### src/rtl/adc_if_pkg.sv
package adc_if_pkg;
  localparam int BUS_W     = 8;
  localparam int START_BIT = 6;
  localparam int IRQEN_BIT = 5;
  localparam int SEL_LSB   = 2;
  localparam int FLAG_BIT  = 7;
  localparam int KEEP_W    = 6;

  typedef enum logic [1:0] {
    DONE_IDLE      = 2'd0,
    DONE_READ_CTRL = 2'd1,
    DONE_UNREAD    = 2'd2
  } done_e;
endpackage

### src/rtl/adc_ctrl_reg.sv
module adc_ctrl_reg
  import adc_if_pkg::*;
(
  input  logic              clk_i,
  input  logic              rst_ni,
  input  logic              wr_i,
  input  logic [BUS_W-1:0]  wdata_i,
  output logic [KEEP_W-1:0] ctrl_o,
  output logic              start_o,
  output logic              irq_o
);
  logic unused_top;
  assign unused_top = wdata_i[BUS_W-1];

  assign start_o = wr_i & wdata_i[START_BIT];

  always_ff @(posedge clk_i or negedge rst_ni) begin
    if (!rst_ni) begin
      ctrl_o <= '0;
      irq_o  <= 1'b0;
    end else begin
      if (wr_i) ctrl_o <= wdata_i[KEEP_W-1:0];
      irq_o <= start_o & wdata_i[IRQEN_BIT];
    end
  end
endmodule

### src/rtl/adc_sample_cap.sv
module adc_sample_cap #(
  parameter int                NUM_CH    = 8,
  parameter int                DATA_W    = 8,
  parameter logic [DATA_W-1:0] RESET_VAL = 8'hAA,
  localparam int               SEL_W     = $clog2(NUM_CH)
) (
  input  logic                     clk_i,
  input  logic                     rst_ni,
  input  logic [NUM_CH*DATA_W-1:0] ch_i,
  input  logic [SEL_W-1:0]         sel_i,
  input  logic                     capture_i,
  output logic [DATA_W-1:0]        sample_o
);
  logic [DATA_W-1:0] ch_arr [NUM_CH];

  for (genvar g = 0; g < NUM_CH; g++) begin : g_unpack
    assign ch_arr[g] = ch_i[g*DATA_W +: DATA_W];
  end

  always_ff @(posedge clk_i or negedge rst_ni) begin
    if (!rst_ni)        sample_o <= RESET_VAL;
    else if (capture_i) sample_o <= ch_arr[sel_i];
  end
endmodule

### src/rtl/adc_done_fsm.sv
module adc_done_fsm
  import adc_if_pkg::*;
(
  input  logic  clk_i,
  input  logic  rst_ni,
  input  logic  start_i,
  input  logic  rd_ctrl_i,
  input  logic  rd_data_i,
  output done_e state_o
);
  done_e state_d;

  always_comb begin
    state_d = state_o;
    if (start_i)                                   state_d = DONE_UNREAD;
    else if (rd_ctrl_i && state_o == DONE_UNREAD)  state_d = DONE_READ_CTRL;
    else if (rd_data_i && state_o == DONE_READ_CTRL) state_d = DONE_IDLE;
  end

  always_ff @(posedge clk_i or negedge rst_ni) begin
    if (!rst_ni) state_o <= DONE_IDLE;
    else         state_o <= state_d;
  end
endmodule

### src/rtl/adc_thresh_view.sv
module adc_thresh_view #(
  parameter int                NUM_CH = 8,
  parameter int                DATA_W = 8,
  parameter logic [DATA_W-1:0] THRESH = 8'h7F
) (
  input  logic [NUM_CH*DATA_W-1:0] ch_i,
  output logic [NUM_CH-1:0]        above_o
);
  for (genvar g = 0; g < NUM_CH; g++) begin : g_cmp
    assign above_o[g] = ch_i[g*DATA_W +: DATA_W] > THRESH;
  end
endmodule

### src/rtl/adc_port_if.sv
module adc_port_if
  import adc_if_pkg::*;
#(
  parameter int                NUM_CH    = 8,
  parameter int                DATA_W    = 8,
  parameter logic [DATA_W-1:0] THRESH    = 8'h7F,
  parameter logic [DATA_W-1:0] RESET_VAL = 8'hAA,
  localparam int               SEL_W     = $clog2(NUM_CH)
) (
  input  logic                     clk_i,
  input  logic                     rst_ni,
  input  logic                     sel_ctrl_i,
  input  logic                     sel_data_i,
  input  logic                     sel_dig_i,
  input  logic                     we_i,
  input  logic                     re_i,
  input  logic [BUS_W-1:0]         wdata_i,
  output logic [BUS_W-1:0]         rdata_o,
  input  logic [NUM_CH*DATA_W-1:0] ch_i,
  output logic                     irq_o
);
  logic              wr_ctrl, rd_ctrl, rd_data, rd_dig, start;
  logic [KEEP_W-1:0] ctrl_bits;
  logic [DATA_W-1:0] sample;
  logic [NUM_CH-1:0] above;
  done_e             done_state;

  assign wr_ctrl = we_i & sel_ctrl_i;
  assign rd_ctrl = re_i & sel_ctrl_i;
  assign rd_data = re_i & sel_data_i;
  assign rd_dig  = re_i & sel_dig_i;

  adc_ctrl_reg u_ctrl (
    .clk_i   (clk_i),
    .rst_ni  (rst_ni),
    .wr_i    (wr_ctrl),
    .wdata_i (wdata_i),
    .ctrl_o  (ctrl_bits),
    .start_o (start),
    .irq_o   (irq_o)
  );

  adc_sample_cap #(.NUM_CH(NUM_CH), .DATA_W(DATA_W), .RESET_VAL(RESET_VAL)) u_cap (
    .clk_i     (clk_i),
    .rst_ni    (rst_ni),
    .ch_i      (ch_i),
    .sel_i     (ctrl_sel(wdata_i)),
    .capture_i (start),
    .sample_o  (sample)
  );

  adc_done_fsm u_fsm (
    .clk_i     (clk_i),
    .rst_ni    (rst_ni),
    .start_i   (start),
    .rd_ctrl_i (rd_ctrl),
    .rd_data_i (rd_data),
    .state_o   (done_state)
  );

  adc_thresh_view #(.NUM_CH(NUM_CH), .DATA_W(DATA_W), .THRESH(THRESH)) u_thr (
    .ch_i    (ch_i),
    .above_o (above)
  );

  function automatic logic [SEL_W-1:0] ctrl_sel(input logic [BUS_W-1:0] w);
    return w[SEL_LSB +: SEL_W];
  endfunction

  always_comb begin
    rdata_o = '0;
    if (rd_ctrl) begin
      rdata_o[KEEP_W-1:0] = ctrl_bits;
      rdata_o[FLAG_BIT]   = (done_state != DONE_IDLE);
    end else if (rd_data) begin
      rdata_o = BUS_W'(sample);
    end else if (rd_dig) begin
      rdata_o = BUS_W'(above);
    end
  end
endmodule

### config.mk
export PLATFORM = sky130hd
export DESIGN_NAME = adc_port_if
export DESIGN_NICKNAME = d
export VERILOG_FILES = /design/src/rtl/adc_if_pkg.sv /design/src/rtl/adc_ctrl_reg.sv /design/src/rtl/adc_sample_cap.sv /design/src/rtl/adc_done_fsm.sv /design/src/rtl/adc_thresh_view.sv /design/src/rtl/adc_port_if.sv
export SDC_FILE = /design/constraint.sdc
export NUM_CORES = 1
export LEC_CHECK = 0
export BUFFER_PORTS_ARGS = -buffer_cell sky130_fd_sc_hd__buf_2
export CORE_MARGIN = 3
export CORE_UTILIZATION = 34
export CTS_CLUSTER_DIAMETER = 40
export CTS_CLUSTER_SIZE = 40
export DETAILED_ROUTE_END_ITERATION = 10
export PLACE_DENSITY_LB_ADDON = 0.2
export RECOVER_POWER = 25
export SLEW_MARGIN = 20
export SYNTH_ARGS = -nofsm -noshare
export SYNTH_HDL_FRONTEND = slang
export SYNTH_SLANG_ARGS = --single-unit
### constraint.sdc
create_clock -name clk_i -period 1.15 [get_ports clk_i]
set_clock_uncertainty 0.1 [all_clocks]
set_input_delay 0.115 -clock clk_i [delete_from_list [all_inputs] [get_ports clk_i]]
set_output_delay 0.115 -clock clk_i [all_outputs]
set_load 0.005 [all_outputs]
**Yosys cells after proc, flatten, opt, wreduce, memory -nomap -nowiden**

Index checks and enable logic that the tools add are counted.

- Shift-type cells: 0
- Multiplexer cells: 11
- Multiply operators: 0
- Div/mod/pow operators: 0
- Equal/unequal tests: 2
- Magnitude comparators: 9
- Reduce and logical (&&, ||, !) cells: 4
- Add/sub/neg operators: 0
- Bitwise logic cells: 7

Operator list:

| cell | number |
|---|---|
| $gt 8x7->1 const B | 8 |
| $mux 8 | 4 |
| $bmux 8 s3 | 1 |
| $and 1x1->1 | 6 |
| $mux 2 | 3 |
| $mux 6 | 1 |
| $ge 4x4->1 const B | 1 |
| $not 3->4 | 1 |
| $reduce_bool 3->1 | 1 |
| $eq 2x1->1 const B | 1 |
| $eq 2x2->1 const B | 1 |
| $logic_and 1x1->1 | 2 |
| $mux 1 | 2 |
| $reduce_bool 2->1 | 1 |

- Bits in latches: 0
- Logic and storage cells: 37
- Memories kept: 0
- Output and inout port bits: 9
- Bits in read-only memories: 0
- Register bits after elaboration: 17
- Bits in writable memories: 0
- Input port bits: 79

**Depth between registers and ports, before layout**

Gate-level depths: netlist (run 1).

- Word-level depth: 5
- Mapped depth: 5
- Mapped depth without buffers: 3

**Cells and area by module**

A second synthesis (run 1) with hierarchy kept.

- Cells, all modules: 163
- Area, all modules: 1584.0 um2

Modules (own cells, without submodules):

| module | seq. area each (um2) | area an instance (um2) | times used | cells each |
|---|---|---|---|---|
| adc_sample_cap | 205.2 | 890.9 | 1 | 92 |
| adc_ctrl_reg | 175.2 | 291.5 | 1 | 16 |
| adc_port_if | 0.0 | 277.8 | 1 | 39 |
| adc_done_fsm | 50.0 | 93.8 | 1 | 8 |
| adc_thresh_view | 0.0 | 30.0 | 1 | 8 |

**Least setup slack after synthesis (run 1)**

OpenSTA, ideal clock, no wires.

- Path type: input -> register
- From: input port wdata_i[2]
- To: register u_cap.sample_o[2]
- Data arrival time: 0.909 ns
- Path slack: 0.011 ns
- Setup time: 0.130 ns
- Stages: 5
- Required time: 0.920 ns
- Path buffers: 2
- Cells stage by stage: buf_6 > buf_12 > mux2_1 > o22ai_1 > o31ai_2

- Word-level cells in the longest chain between the ends: 4

Ends and longest elaborated chain:

| item | line | source |
|---|---|---|
| from (decl) | adc_port_if.sv:17 | `input logic [BUS_W-1:0] wdata_i,` |
| $not 3->4 (not written as such) | adc_sample_cap.sv:22 | `else if (capture_i) sample_o <= ch_arr[sel_i];` |
| $bmux 8 s3 | adc_sample_cap.sv:22 |  |
| $mux 8 (not written as such) (2 in series) | adc_sample_cap.sv:22 |  |
| to (signal assigned) | adc_sample_cap.sv:22 |  |
| to (decl) | adc_sample_cap.sv:12 | `output logic [DATA_W-1:0] sample_o` |

Every way passes these cells. The select of a mux whose other input is x is not followed.
A chain may end at the register's enable or synchronous reset.

**Final worst setup path (run 1)**

- From: register u_cap.sample_o[7]
- To: output port rdata_o[7]

- Word-level cells in the longest chain between the ends: 2

Ends and longest elaborated chain:

| item | line | source |
|---|---|---|
| $mux 8 | adc_port_if.sv:75 | `end else if (rd_data) begin` |
| $mux 1 | adc_port_if.sv:72 | `if (rd_ctrl) begin` |
| to (decl) | adc_port_if.sv:18 | `output logic [BUS_W-1:0] rdata_o,` |

Every way passes these cells.

==> flow_summary_export.csv, run 1 <==
group,metric,value,unit
pwr,p_total,1.94,mW
global_routing,grt-ovfl-total,0,
worst_setup_path,crit_fanout,2,
clock_network,clk_latency,0.25,ns
sta,drv_slew,0,
sta,layout_worst_path_cycle_share,1.17,
place,place_inst,274,
synth,netlist_instances,142,
clock_network,cts.sinks,17,
detailed_routing,vias,1403,
synth,ys_types,28,
worst_setup_path,critPathLaunchType,"flop",
detailed_routing,wl_per_cell,13.9,um
worst_hold_path,min_from,"wdata_i[3]",
global_routing,grt_max_degree,20,
synth,ys_seq_elements,17,
detailed_routing,vias_per_cell,4.92,
pwr,ir_drop,0.000330,V
sta,tightest_slew,0.587,ns
sta,max_freq,744,MHz
sta,rsz0062_at_grt,"true",
sta,fin_setup_tns,-0.928,ns
die,fp.dieW,71.2,um
sta,setup_viol,8,
clock_network,cts_buffer_depth,2,
clock_network,clk_pin_slew_worst_paths,0.07,ns
detailed_routing,initialDrtViolationCount,79,
synth,yosysTopAreaCell,"dfrtp_1",
detailed_routing,drc,0,
synth,synth_nets,221,
global_routing,grtUsageTotal,0.156,
global_routing,first_global_vias,1410,
clock_network,htree_levels,1,
die,die_h,71.2,um
sta,finalHoldViolCount,0,
worst_setup_path,cp.required,0.94,ns
layout,fin_nets,315,
place,hpwlAfterDp,3100,um
sta,hold_ws,0.0489,ns
worst_setup_path,end_kind,"primary output",
die,die-area,5070,um2
flow_run,cap_violations,0,
clock_network,cts_tree,"built",
sta,postLayoutSetupSlackWorst,-0.195,ns
die,io_pins,88,
clock_network,cts_buffers,3,
clock_network,ctsRootBufferMaster,"clkbuf_8",
sta,slew_headroom,0.608,
global_routing,grt_pass1_wl,6430,um
worst_setup_path,critPathLaunch,"u_cap.sample_o[7]$_DFFE_PN1P_",
detailed_routing,wirelength,3970,um
worst_setup_path,path_class,"reg2out",
pwr,p_leak,1.06,nW
run_status,violations,"setup timing",
run_status,status,"finished, violations left",
layout,final_util,0.518,
place,port_buffers,86,
synth,synth-warning-count,0,
layout,stdcell_count,285,
layout,antennaDiodeCount,0,
detailed_routing,ant_nets,0,
layout,area_delta_synth_final,45.2,%
pwr,powerDensity,921,nW/um2
synth,synth_area_leaders,"dfrtp_1 (22%), mux2i_1 (11%), mux2_4 (8.3%), dfstp_2 (7.3%), mux2_2 (7.0%)",
synth,ys_seq_area_frac,0.298,
synth,syn_avg_cell_area,10.2,um2
worst_hold_path,min_path_type,"in2reg",
synth,netlist_area,1450,um2
synth,yosysTopAreaCellShare,0.225,
worst_setup_path,r2r_start,"u_cap.sample_o[6]$_DFFE_PN0P_",
worst_setup_path,worstPathArrival,1.13,ns
layout,post_route_cells_drive_above_1_share,0.609,
place,finalWeightedCongestion,0.772,
die,initial_utilization,0.356,
sta,period_needed,1.34,ns
detailed_routing,drtPass1Iterations,4,
global_routing,antenna_found_initial,0,
die,std_cell_rows,23,
die,coreArea,4060,um2
state kept, by name (all words and copies together), names as in the netlist:
register        cells
u_cap.sample_o      8
u_fsm.state_o       2
u_ctrl.ctrl_o       6
u_ctrl.irq_o        1
layout make-up:
cell class,count,area (um2)
Multi-Input combinational cell,113,967
Timing Repair Buffer,100,592
Fill cell,390,1960
Clock buffer,4,45.0
Sequential cell,17,430
Inverter,1,3.75
Tap cell,50,62.6
kinds of logic (layout without fill, tap and decap cells):
family | count (synthesis) | count (layout) | synth area share
mux | 37 | 37 | 0.295
buf+inv | 12 | 105 | 0.0718
compound gates | 44 | 44 | 0.239
simple gates | 32 | 32 | 0.0969
flops | 17 | 17 | 0.298
synth_stat cells (all sizes together):
master and n:
a21boi 1, a21oi 7, a22o 8, a22oi 7, and2 1, and3b 1, buf 8, clkbuf 3
dfrtp 13, dfstp 4, inv 1, mux2 21, mux2i 16, nand2 17, nand2b 1, nand3 2
nor2 9, nor2b 1, o211a 1, o21ai 4, o22ai 8, o31ai 8
layer usage:
metal | up-vias | global-route usage | share of wire
li1 | 717 | - | -
met1 | 637 | 0.210 | 0.41
met2 | 47 | 0.265 | 0.53
met3 | 2 | 0.0168 | 0.051
met4 | 0 | 0.0418 | 0.0048
met5 | - | 0 | 0
critical path, cell delays in order (launching register included):
cell     delay [ns]
dfstp_2        0.54
nand2_2        0.05
o21ai_2        0.05
o211a_1        0.14
buf_2          0.10
cell usage in the layout (no fill, tap or decap), drive strengths merged:
master and count:
mux2 21, o22ai 8, nor2b 1, dlygate4sd3 4
nand2b 1, o21ai 4, clkbuf 5, a21boi 1
and2 1, dfstp 4, buf 95, a21oi 7
o31ai 8, o211a 1, a22o 8, mux2i 16
nand3 2, a22oi 7, nand2 17, nor2 9
dfrtp 13, and3b 1, inv 1
power breakdown:
part           internal, mW  leakage (nW)  switching, mW
clock                 0.246        0.0228          0.204
combinational         0.401         0.841          0.296
sequential            0.721         0.201         0.0687
total                  1.37          1.06          0.568
repair_timing:
| item | in CTS | in global routing |
|---|---|---|
| pin swaps | 8 | 6 |
| setup buffers | 1 | 2 |
| gates resized for setup | 8 | 9 |
| endpoints found under the setup margin | 8 | 8 |
| hold buffers | 4 | 0 |
| hold endpoints to repair | 16 | 0 |
path summary, 6_finish.rpt:
path                                                       to  slack [ns]  cells past startpoint
worst max-delay path                               rdata_o[7]       -0.19                      4
worst min-delay path             u_ctrl.ctrl_o[3]$_DFFE_PN0N_        0.05                      2
worst max register to register  u_cap.sample_o[6]$_DFFE_PN0P_        0.18                      4
worst min register to register   u_ctrl.ctrl_o[5]$_DFFE_PN0N_        0.39                      2
max in group asynchronous       u_cap.sample_o[3]$_DFFE_PN1P_        0.38                      2
min in group asynchronous              u_ctrl.irq_o$_DFF_PN0_        0.23                      2
metrics by stage:
| step | worst slack [ns] | cell area, um2 |
|---|---|---|
| 2_1_floorplan | 0.0113 | 1450 |
| 3_3_place_gp | -0.171 | 1930 |
| 3_5_place_dp | -0.152 | 1930 |
| 4_1_cts | -0.225 | 2050 |
| 5_1_grt | -0.272 | 2100 |
| 6_report | -0.195 | 2100 |
Note: power is estimated with default switching activity, not from simulation.
==> run 2: changes to the inputs <==
clock period = 1.6 ns   (was 1.15 ns; I/O delays follow)
==> run 2 against run 1 <==
Effect of this change: the run now ends clean; sequential power shrank 30%; first-iteration DRC count shrank 57%; combinational power shrank 38%; sequential share of layout area grew 1.8 points; cell area shrank 8.2%; critical path depth is the same; largest cell class unchanged; highest routed layer unchanged.
==> flow_summary_export.csv, run 2 (synthesis results as in run 1) <==
group,metric,value,unit
sta,tightest_slew,0.902,ns
detailed_routing,wirelength,3680,um
sta,setup_viol,0,
worst_setup_path,worstPathArrival,1.14,ns
layout,fillers,413,
global_routing,grt_pass1_wl,5860,um
sta,period_needed,1.40,ns
die,die-area,5070,um2
global_routing,antenna_found_initial,0,
detailed_routing,wl_met1,1490,um
sta,slew_headroom,0.399,
detailed_routing,routed-wl-met3,221,um
die,fp.dieW,71.2,um
layout,final_cell_mix,"buf_2 (85), nand2_1 (17), mux2i_1 (16)",
layout,antennaDiodeCount,0,
layout,largest_reg_flops,8,
worst_setup_path,critPathLaunchType,"flop",
layout,fin_nets,305,
sta,max_freq,716,MHz
die,io_pins,88,
layout,regArea,430,um2
clock_network,clk_latency,0.25,ns
layout,regMostFlops,"u_cap.sample_o",
die,std_cell_rows,23,
layout,top_regs,"u_cap.sample_o: 8 flops, u_ctrl.ctrl_o: 6 flops, u_fsm.state_o: 2 flops",
clock_network,ctsRootBufferMaster,"clkbuf_8",
worst_setup_path,cp.required,1.34,ns
layout,multiInputGateArea,912,um2
pwr,ir_drop,0.000263,V
worst_hold_path,min_path_type,"in2reg",
global_routing,grt_max_degree,23,
clock_network,cts_buffers,3,
die,coreArea,4060,um2
detailed_routing,vias_per_cell,4.93,
sta,hold_ws,0.0414,ns
sta,finalHoldViolCount,0,
global_routing,grt-ovfl-total,0,
global_routing,first_global_vias,1369,
detailed_routing,initialDrtViolationCount,34,
clock_network,htree_levels,1,
run_status,status,"complete, no violations",
clock_network,cts_buffer_depth,2,
die,die_h,71.2,um
place,place_inst,270,
clock_network,postCtsSetupBuffers,0,
detailed_routing,vias,1357,
sta,layout_worst_path_cycle_share,0.873,
sta,drv_slew,0,
worst_setup_path,end_kind,"primary output",
worst_setup_path,crit_fanout,2,
layout,mostFrequentLayoutCell,"buf_2",
flow_run,cap_violations,0,
clock_network,cts_hold_buffers,1,
detailed_routing,wl_per_cell,13.4,um
detailed_routing,drtPass1Iterations,4,
place,port_buffers,86,
die,initial_utilization,0.356,
pwr,p_leak,0.996,nW
sta,fin_setup_tns,0,ns
clock_network,cts.sinks,17,
layout,area_delta_synth_final,33.3,%
global_routing,grtUsageTotal,0.141,
worst_setup_path,path_class,"reg2out",
clock_network,cts_resized,0,
place,finalWeightedCongestion,0.747,
detailed_routing,drc,0,
place,hpwlAfterDp,3030,um
layout,post_route_cells_drive_above_1_share,0.538,
detailed_routing,wl_met2,1950,um
detailed_routing,ant_nets,0,
sta,rsz0062_at_grt,"false",
clock_network,clk_pin_slew_worst_paths,0.06,ns
clock_network,cts_tree,"built",
detailed_routing,top_layer,"met4",
layout,stdcell_count,275,
pwr,powerDensity,677,nW/um2
## run 2: changes by cell type in the layout (fill, tap and decap cells not counted), moves of 3 or more
| cell | delta |
|---|---|
| dlygate4sd3_1 | -3 |
| a22oi_2 | -7 |
| a21oi_2 | -3 |
| a22oi_1 | +7 |
| buf_4 | -6 |
| a21oi_1 | +3 |
## run 2: final cells by class
type                    count  area share
clock buffers               4      0.0234
inverters                   1     0.00195
multi-input cells         113       0.473
flip-flops and latches     17       0.223
well taps                  50      0.0324
repair buffers             90       0.246
## run 2: layer usage
layer	vias to the layer above	GRT usage
li1	698	-
met1	611	0.178
met2	46	0.255
met3	2	0.0210
met4	0	0.0313
met5	-	0
## run 2: worst max-delay path, stage by stage (launching register included)
cell	delay [ns]
dfstp_2	0.53
nand2_1	0.05
o21ai_0	0.06
o211a_1	0.15
buf_2	0.10
## run 2: report_power, final
part / leakage, nW / switching (mW) / internal, mW / total (mW)
clock: 0.0228 / 0.140 / 0.176 / 0.316
combinational: 0.772 / 0.192 / 0.241 / 0.433
sequential: 0.201 / 0.0390 / 0.517 / 0.556
## run 2: per-stage QoR
stage	setup WS, ns	utilization	power [mW]	instance area (um2)
finish	0.203	0.475	1.31	1930
global route	0.103	0.475	1.40	1930
CTS	0.196	0.475	1.32	1930
detailed placement	0.235	0.462	1.00	1870
global placement	0.233	0.462	0.997	1870
floorplan	0.416	-	0.840	1450
## run 2: worst paths after layout
path	startpoint	to	slack, ns	cells past startpoint
setup / recovery	u_cap.sample_o[7]$_DFFE_PN1P_	rdata_o[7]	0.20	4
hold / removal	wdata_i[0]	u_ctrl.ctrl_o[0]$_DFFE_PN0N_	0.04	2
setup reg to reg	u_fsm.state_o[1]$_DFFE_PN0P_	u_fsm.state_o[0]$_DFFE_PN0P_	0.73	2
hold reg to reg	u_ctrl.ctrl_o[5]$_DFFE_PN0N_	u_ctrl.ctrl_o[5]$_DFFE_PN0N_	0.38	2
max in group asynchronous	rst_ni	u_ctrl.ctrl_o[4]$_DFFE_PN0N_	0.39	2
min in group asynchronous	rst_ni	u_ctrl.ctrl_o[5]$_DFFE_PN0N_	0.46	2
